`src/rtl/mb_autostop.sv`:
```
module mb_autostop #(
  parameter int OPC_W      = 6,
  parameter int BLK_W      = 16,
  parameter int STS_W      = 32,
  parameter int WORD_W     = 32,
  parameter int RESP_BIT   = 0,
  parameter int OPC_STOP   = 12,
  parameter int OPC_SETCNT = 23,
  parameter int OPC_SDIOX  = 53,
  parameter int OPC_LSB    = 24,
  parameter int TYPE_LSB   = 22
) (
  input  logic              clk_i,
  input  logic              rst_ni,
  input  logic              quirk_en_i,
  input  logic              cmd_vld_i,
  input  logic [OPC_W-1:0]  cmd_opc_i,
  input  logic [1:0]        cmd_type_i,
  output logic [1:0]        cmd_type_o,
  input  logic              mode_wr_i,
  input  logic [OPC_W-1:0]  mode_opc_i,
  input  logic [BLK_W-1:0]  mode_blocks_i,
  input  logic              mode_read_i,
  input  logic              data_end_i,
  output logic              hold_quirk_o,
  output logic              stop_vld_o,
  output logic [WORD_W-1:0] stop_word_o,
  input  logic [STS_W-1:0]  irq_raw_i,
  output logic [STS_W-1:0]  irq_flt_o,
  output logic [STS_W-1:0]  irq_clr_o
);

  localparam logic [1:0]        TYPE_ABORT = 2'b11;
  localparam logic [WORD_W-1:0] STOP_WORD  =
    (WORD_W'(OPC_STOP) << OPC_LSB) | (WORD_W'(TYPE_ABORT) << TYPE_LSB);
  localparam logic [STS_W-1:0]  RESP_MASK  = STS_W'(1) << RESP_BIT;

  typedef enum logic [1:0] {S_IDLE, S_MB, S_WAIT} st_e;

  st_e  state_q, state_d;
  logic stop_q, quirk_q;

  wire arm_w    = quirk_en_i && cmd_vld_i && (cmd_opc_i == OPC_W'(OPC_SETCNT));
  wire fire_w   = quirk_en_i && data_end_i && (state_q == S_MB);
  wire swallow  = (state_q == S_WAIT) && irq_raw_i[RESP_BIT];
  wire q_set_w  = quirk_en_i && mode_wr_i && mode_read_i
                  && (mode_opc_i == OPC_W'(OPC_SDIOX))
                  && (mode_blocks_i > BLK_W'(1));
  wire q_clr_w  = quirk_en_i && data_end_i;

  always_comb begin
    state_d = state_q;
    if (fire_w)       state_d = S_WAIT;
    else if (arm_w)   state_d = S_MB;
    else if (swallow) state_d = S_IDLE;
  end

  always_ff @(posedge clk_i or negedge rst_ni) begin
    if (!rst_ni) begin
      state_q <= S_IDLE;
      stop_q  <= 1'b0;
      quirk_q <= 1'b0;
    end else begin
      state_q <= state_d;
      stop_q  <= fire_w;
      if (q_set_w)      quirk_q <= 1'b1;
      else if (q_clr_w) quirk_q <= 1'b0;
    end
  end

  assign cmd_type_o   = (cmd_opc_i == OPC_W'(OPC_STOP)) ? TYPE_ABORT : cmd_type_i;
  assign stop_vld_o   = stop_q;
  assign stop_word_o  = stop_q ? STOP_WORD : '0;
  assign hold_quirk_o = quirk_q;
  assign irq_flt_o    = swallow ? (irq_raw_i & ~RESP_MASK) : irq_raw_i;
  assign irq_clr_o    = swallow ? RESP_MASK : '0;

  AST_STOP_PULSE: assert property (@(posedge clk_i) disable iff (!rst_ni)
    stop_vld_o |=> !stop_vld_o);
  AST_STOP_CAUSE: assert property (@(posedge clk_i) disable iff (!rst_ni)
    stop_vld_o |-> $past(data_end_i && quirk_en_i));
  AST_WORD_QUIET: assert property (@(posedge clk_i) disable iff (!rst_ni)
    !stop_vld_o |-> (stop_word_o == '0));
  AST_CLR_RESP_ONLY: assert property (@(posedge clk_i) disable iff (!rst_ni)
    (irq_clr_o & ~RESP_MASK) == '0);
  AST_FLT_SUBSET: assert property (@(posedge clk_i) disable iff (!rst_ni)
    (irq_flt_o & ~irq_raw_i) == '0);
  AST_QUIRK_DROP: assert property (@(posedge clk_i) disable iff (!rst_ni)
    (quirk_en_i && data_end_i && !mode_wr_i) |=> !hold_quirk_o);

endmodule

```
`config.mk`:
```
export PLATFORM = sky130hd
export DESIGN_NAME = mb_autostop
export DESIGN_NICKNAME = d
export VERILOG_FILES = /design/src/rtl/mb_autostop.sv
export SDC_FILE = /design/constraint.sdc
export NUM_CORES = 1
export LEC_CHECK = 0
export ABC_CLOCK_PERIOD_IN_PS = 1400
export BUFFER_PORTS_ARGS = -buffer_cell sky130_fd_sc_hd__buf_2
export CORE_ASPECT_RATIO = 0.7
export CORE_MARGIN = 5
export CORE_UTILIZATION = 30
export CTS_BUF_LIST = sky130_fd_sc_hd__clkbuf_8
export CTS_CLUSTER_SIZE = 24
export DETAILED_ROUTE_END_ITERATION = 16
export PLACE_DENSITY = 0.88
export SLEW_MARGIN = 40
export SYNTH_ARGS = -nofsm -noshare
export SYNTH_HDL_FRONTEND = slang
export SYNTH_SLANG_ARGS = --single-unit
```
`constraint.sdc`:
```
create_clock -name clk_i -period 1.4 [get_ports clk_i]
set_input_delay 0.14 -clock clk_i [delete_from_list [all_inputs] [get_ports clk_i]]
set_output_delay 0.14 -clock clk_i [all_outputs]
set_load 0.02 [all_outputs]
```
# Word level (Yosys, flattened, before mapping)
# Cells that the tools add are included.
[totals]
reg_bits = 4
in_bits = 69
out_inout_bits = 100
elab_cells = 29
[op_classes]
n_lt_le_gt_ge = 1
n_eq_ne = 5
mux = 9
reduce_logical = 11
[ops]
columns = ["cell", "count"]
rows = [
  ["$mux W28", 1],
  ["$gt A16 B1 Y1 const B", 1],
  ["$logic_and A1 B1 Y1", 9],
  ["$mux W2", 4],
  ["$eq A6 B4 Y1 const B", 1],
  ["$eq A6 B5 Y1 const B", 1],
  ["$eq A6 B6 Y1 const B", 1],
  ["$mux W1", 4],
  ["$reduce_bool A3 Y1", 1],
  ["$eq A2 B1 Y1 const B", 1],
  ["$eq A2 B2 Y1 const B", 1],
  ["$reduce_bool A2 Y1", 1],
]

# Logic depth before layout (Yosys ltp)
[depth]
word_depth = 5
depth_mapped = 3
depth_no_buf = 3

# Least setup slack after synthesis
# OpenSTA, ideal clock, no wires.
[synth_timing]
path_kind = "reg2out"
from = "reg state_q[0]"
to = "out irq_clr_o[0]"
arrival_time_ns = 0.787
required_time_ns = 1.260
slack_ns = 0.473
path_stages_with_launch = 3
path_buffers = 1
path_cell_list = "dfrtp_1 nor3b_1 buf_4"
[synth_via]
elab_chain_cells = 3
[synth_rtl]
columns = ["element", "line", "text"]
rows = [
  ["start: declaration", "40", "st_e state_q, state_d;"],
  ["start signal: assignment", "64", "state_q <= state_d;"],
  ["$eq A2 B2 Y1", "45", "wire swallow = (state_q == S_WAIT) && irq_raw_i[RESP_BIT];"],
  ["$logic_and A1 B1 Y1", "45", ""],
  ["via swallow", "45", ""],
  ["$mux W1", "76", "assign irq_clr_o = swallow ? RESP_MASK : '0;"],
  ["end: declaration", "30", "output logic [STS_W-1:0] irq_clr_o"],
]
# The timed path passes the listed nets, and every way through them passes these cells.

# Worst setup path in the final report
[layout_timing]
from = "reg state_q[0]"
to = "out irq_clr_o[0]"
[layout_via]
elab_chain_cells = 3
[layout_rtl]
columns = ["element", "line"]
rows = [
  ["$eq A2 B2 Y1", "45"],
  ["$logic_and A1 B1 Y1", "45"],
  ["$mux W1", "76"],
]
# Every way passes these cells.

==> results.txt <==
- Input and output buffers added on the ports amount to 46.
- Measured along the y axis, the die boundary spans 57.9 um.
* Worst IR Drop VDD: 0.000254 V
- Total power divided by cell area: 837 nW/um^2
* Endpoint of the most critical register-to-register path: state_q[0]$_DFFE_PN0P_
- Crit path required time: 1260 ps
* Via Count: 578
- Final-report max-slew violation count: 0
- Setup repair after global routing left no endpoint under its margin.
- Period utilization: 0.860
* Min-Delay Endpoint: stop_vld_o$_DFF_PN0_
- Entering global routing, the biggest net connects 6 pins.
- Worst min-delay path category: in -> reg
- Die X-Extent: 78.4 um
* Count of unique library cells instantiated by Yosys: 19
- Once placement completed, the tool counted placed cells totaling 172.
* Post-detail-place hpwl: 1770 um
- The worst setup path is launched from a register.
- Share of the synthesized netlist area taken by xor and xnor gates: 0
- Of the cells placed in the final design, the portion with a size suffix greater than 1 is 0.362.
- Data on the critical path arrives at its endpoint at 1060 ps.
* Total GRT Usage: 0.0688
- The tool flagged a number of max-cap violations equal to 0.
* First-pass GRT wire length: 2410 um
* Critical Path Fanout Max: 4
- Post-synthesis instance area: 982 um^2
- Final global-route overflow total: 0
- Total Die Area: 4540 um^2
- For flop-to-flop paths, the worst setup slack is 530 ps.
* Initial DRT Pass Iterations: 2
* Synth Area in Simple Gates: 0.129
* Maximum level of the CTS H-tree: 1
* Final Worst Setup Slack: 195 ps
- Post-CTS timing repair inserted 0 buffers for setup.
- TritonCTS built the clock tree.
* Clock Latency Late Sink: 210 ps
- Min Clock Period, post-route: 1200 ps
- The startpoint identified for the worst register-to-register timing path is state_q[1]$_DFFE_PN0P_.
* Initial cell density of the core: 0.312
* Setup skew after layout: 3.41 ps
* Number of hold violations in the final report: 0
- Worst hold path depth: 3
* Wire length after detailed routing: 1870 um
- Among all cell types in the netlist, the one instantiated most often is buf_4.
* Hold path startpoint: data_end_i
- Main combinational cell family by area after synthesis: buffers and inverters
- Of the synthesized area, sequential elements account for 0.102.
- After synthesis the netlist holds a flip-flop and latch count of 4.
* Fraction of synthesis flops using an asynchronous set or reset pin: 1.00
- Std-Cell Rows: 17
* Share of the synthesized area in the top cell type: 0.726
- Setup crit end kind: output port
* DRC violation total after the first TritonRoute iteration: 6
* Clock-pin transition on the worst setup and hold timing paths: 30 ps
- The via count of the first global-routing pass was 507.
- Result of the run: complete, no violations
- In the final routed layout, each cell accounts on average for 10.6 um.
- Setup Viol. Count Final: 0
- The fraction of the mapped netlist area in compound gates is 0.0318.
- At the end of routability-driven placement, the weighted congestion stood at 0.643.
- Clock root cell: clkbuf_8
- The tree built by TritonCTS fans out to 4 sinks.
- The most used flip-flop cell after synthesis is dfrtp_1.
- Leak Pwr: 0.511 nW
* Synthesis warning total: 0
* Final cell count without fillers: 176
- Dividing the detail-routed via count by the number of cells gives 3.28.
* Ports: 169
- Worst R2R Path Depth: 3
- Maximum buffer depth of the clock tree: 2
- Gate Count Post-Synth: 125
- In this run the mean area of a mapped cell was 7.86 um^2.
- Synth top area cells: buf_4 73%, dfrtp_1 10%, nand4_1 1.9%, nor4_1 1.9%, o21a_1 1.5%
- Diodes inserted: 0
* Setup WS pre-CTS: 329 ps
- By startpoint and endpoint, the worst setup path is classified as reg -> out.
- Sum of negative setup slack: 0 ps
- DRC violation count after routing: 0
- Fill cells in the final layout number 357.
- Antenna violations before repair: 0
* P&R area growth vs syn: -16.9%
- Post-DRT Antenna Nets: 0
- Largest area contributor in the synthesized netlist: buf_4
* Number of flops mapped to enable cells by yosys: 0
- Of the total synthesized cell area, the portion taken by full adders, half adders and majority gates is 0.
* Core Region: 3150 um^2
- After synthesis, the most frequently instantiated cells are 95 x buf_4, 4 x dfrtp_1, 3 x nand2_1, 3 x nand4_1, 3 x nor4_1.
- Layout net count: 209
* Maximum frequency from static timing analysis: 830 MHz
* Fraction of synthesized area in multiplexers: 0
- TritonCTS created 3 clock buffers.
cell families after synthesis:
logic type | Yosys count
AO/OA/AOI/OAI | 4
buffers and inverters | 97
flip-flops | 4
other | 1
AND/OR/NAND/NOR | 19
registers in the layout (all words and copies together), names as in the netlist:
| signal | cells |
|---|---|
| state_q | 2 |
| hold_quirk_o | 1 |
| stop_vld_o | 1 |
per-stage QoR:
step                 util  hold WS (ps)  instance area [um^2]  total power (W)
finish              0.259           236                   816         0.000683
CTS                 0.259           230                   816         0.000690
floorplan               -          -156                  1200         0.000631
global route        0.259           243                   816         0.000729
detailed placement  0.243         -48.9                   764         0.000444
global placement    0.243         -47.4                   764         0.000441
worst max-delay path by stage:
stage,from,to,slack (ps),cells after the start
5_1_grt,state_q[1]$_DFFE_PN0P_,irq_clr_o[0],150,3
6_report,state_q[0]$_DFFE_PN0P_,irq_clr_o[0],200,2
2_1_floorplan,state_q[0]$_DFFE_PN0P_,irq_clr_o[0],470,2
3_3_place_gp,mode_blocks_i[9],hold_quirk_o$_DFFE_PN0P_,350,4
3_5_place_dp,mode_blocks_i[9],hold_quirk_o$_DFFE_PN0P_,330,4
4_1_cts,state_q[0]$_DFFE_PN0P_,irq_clr_o[0],190,2
cell type report:
cell class / count / area [um^2] / share of cell area
sequential: 4 / 100 / 0.123
clock buffer: 3 / 41.3 / 0.0506
timing repair buffer: 47 / 240 / 0.294
inverter: 2 / 7.51 / 0.00920
multi-input combinational: 82 / 379 / 0.465
tap: 38 / 47.5 / 0.0583
cell usage in the layout, fill, tap and decap left out:
| master | instances |
|---|---|
| a22o_1 | 1 |
| buf_2 | 46 |
| clkbuf_8 | 3 |
| conb_1 | 59 |
| dfrtp_1 | 4 |
| dlygate4sd3_1 | 1 |
| inv_1 | 2 |
| nand2_1 | 3 |
| nand2b_1 | 2 |
| nand3b_1 | 1 |
| nand4_1 | 3 |
| nand4b_1 | 1 |
| nand4bb_1 | 1 |
| nor2_1 | 1 |
| nor3_1 | 1 |
| nor3b_1 | 1 |
| nor4_1 | 3 |
| nor4_2 | 1 |
| nor4b_1 | 1 |
| o21a_1 | 2 |
| o31ai_1 | 1 |
routing by layer:
metal  GRT usage  part of all wire  vias to the layer above
li1            -                 -                      274
met1      0.0646              0.30                      245
met2       0.100              0.51                       53
met3      0.0606              0.18                        6
met4      0.0449             0.014                        0
met5           0                 0                        -
power by group:
| part | total (W) | leakage [nW] | switching, W | internal (W) |
|---|---|---|---|---|
| registers | 0.000145 | 0.0545 | 0.0000103 | 0.000135 |
| clock network | 0.000235 | 0.0216 | 0.0000525 | 0.000183 |
| logic | 0.000303 | 0.435 | 0.000224 | 0.0000786 |
| total | 0.000683 | 0.511 | 0.000287 | 0.000396 |
worst max-delay path, stage by stage, from the launching register on:
cell and delay (ps):
dfrtp_1 400, nor3b_1 240, buf_2 210
repair_timing:
item / CTS / global route
resized for setup: 0 / 0
endpoints found under the hold margin: 4 / 0
hold buffers: 1 / 0
No activity file was read; power rests on OpenSTA's default activity.
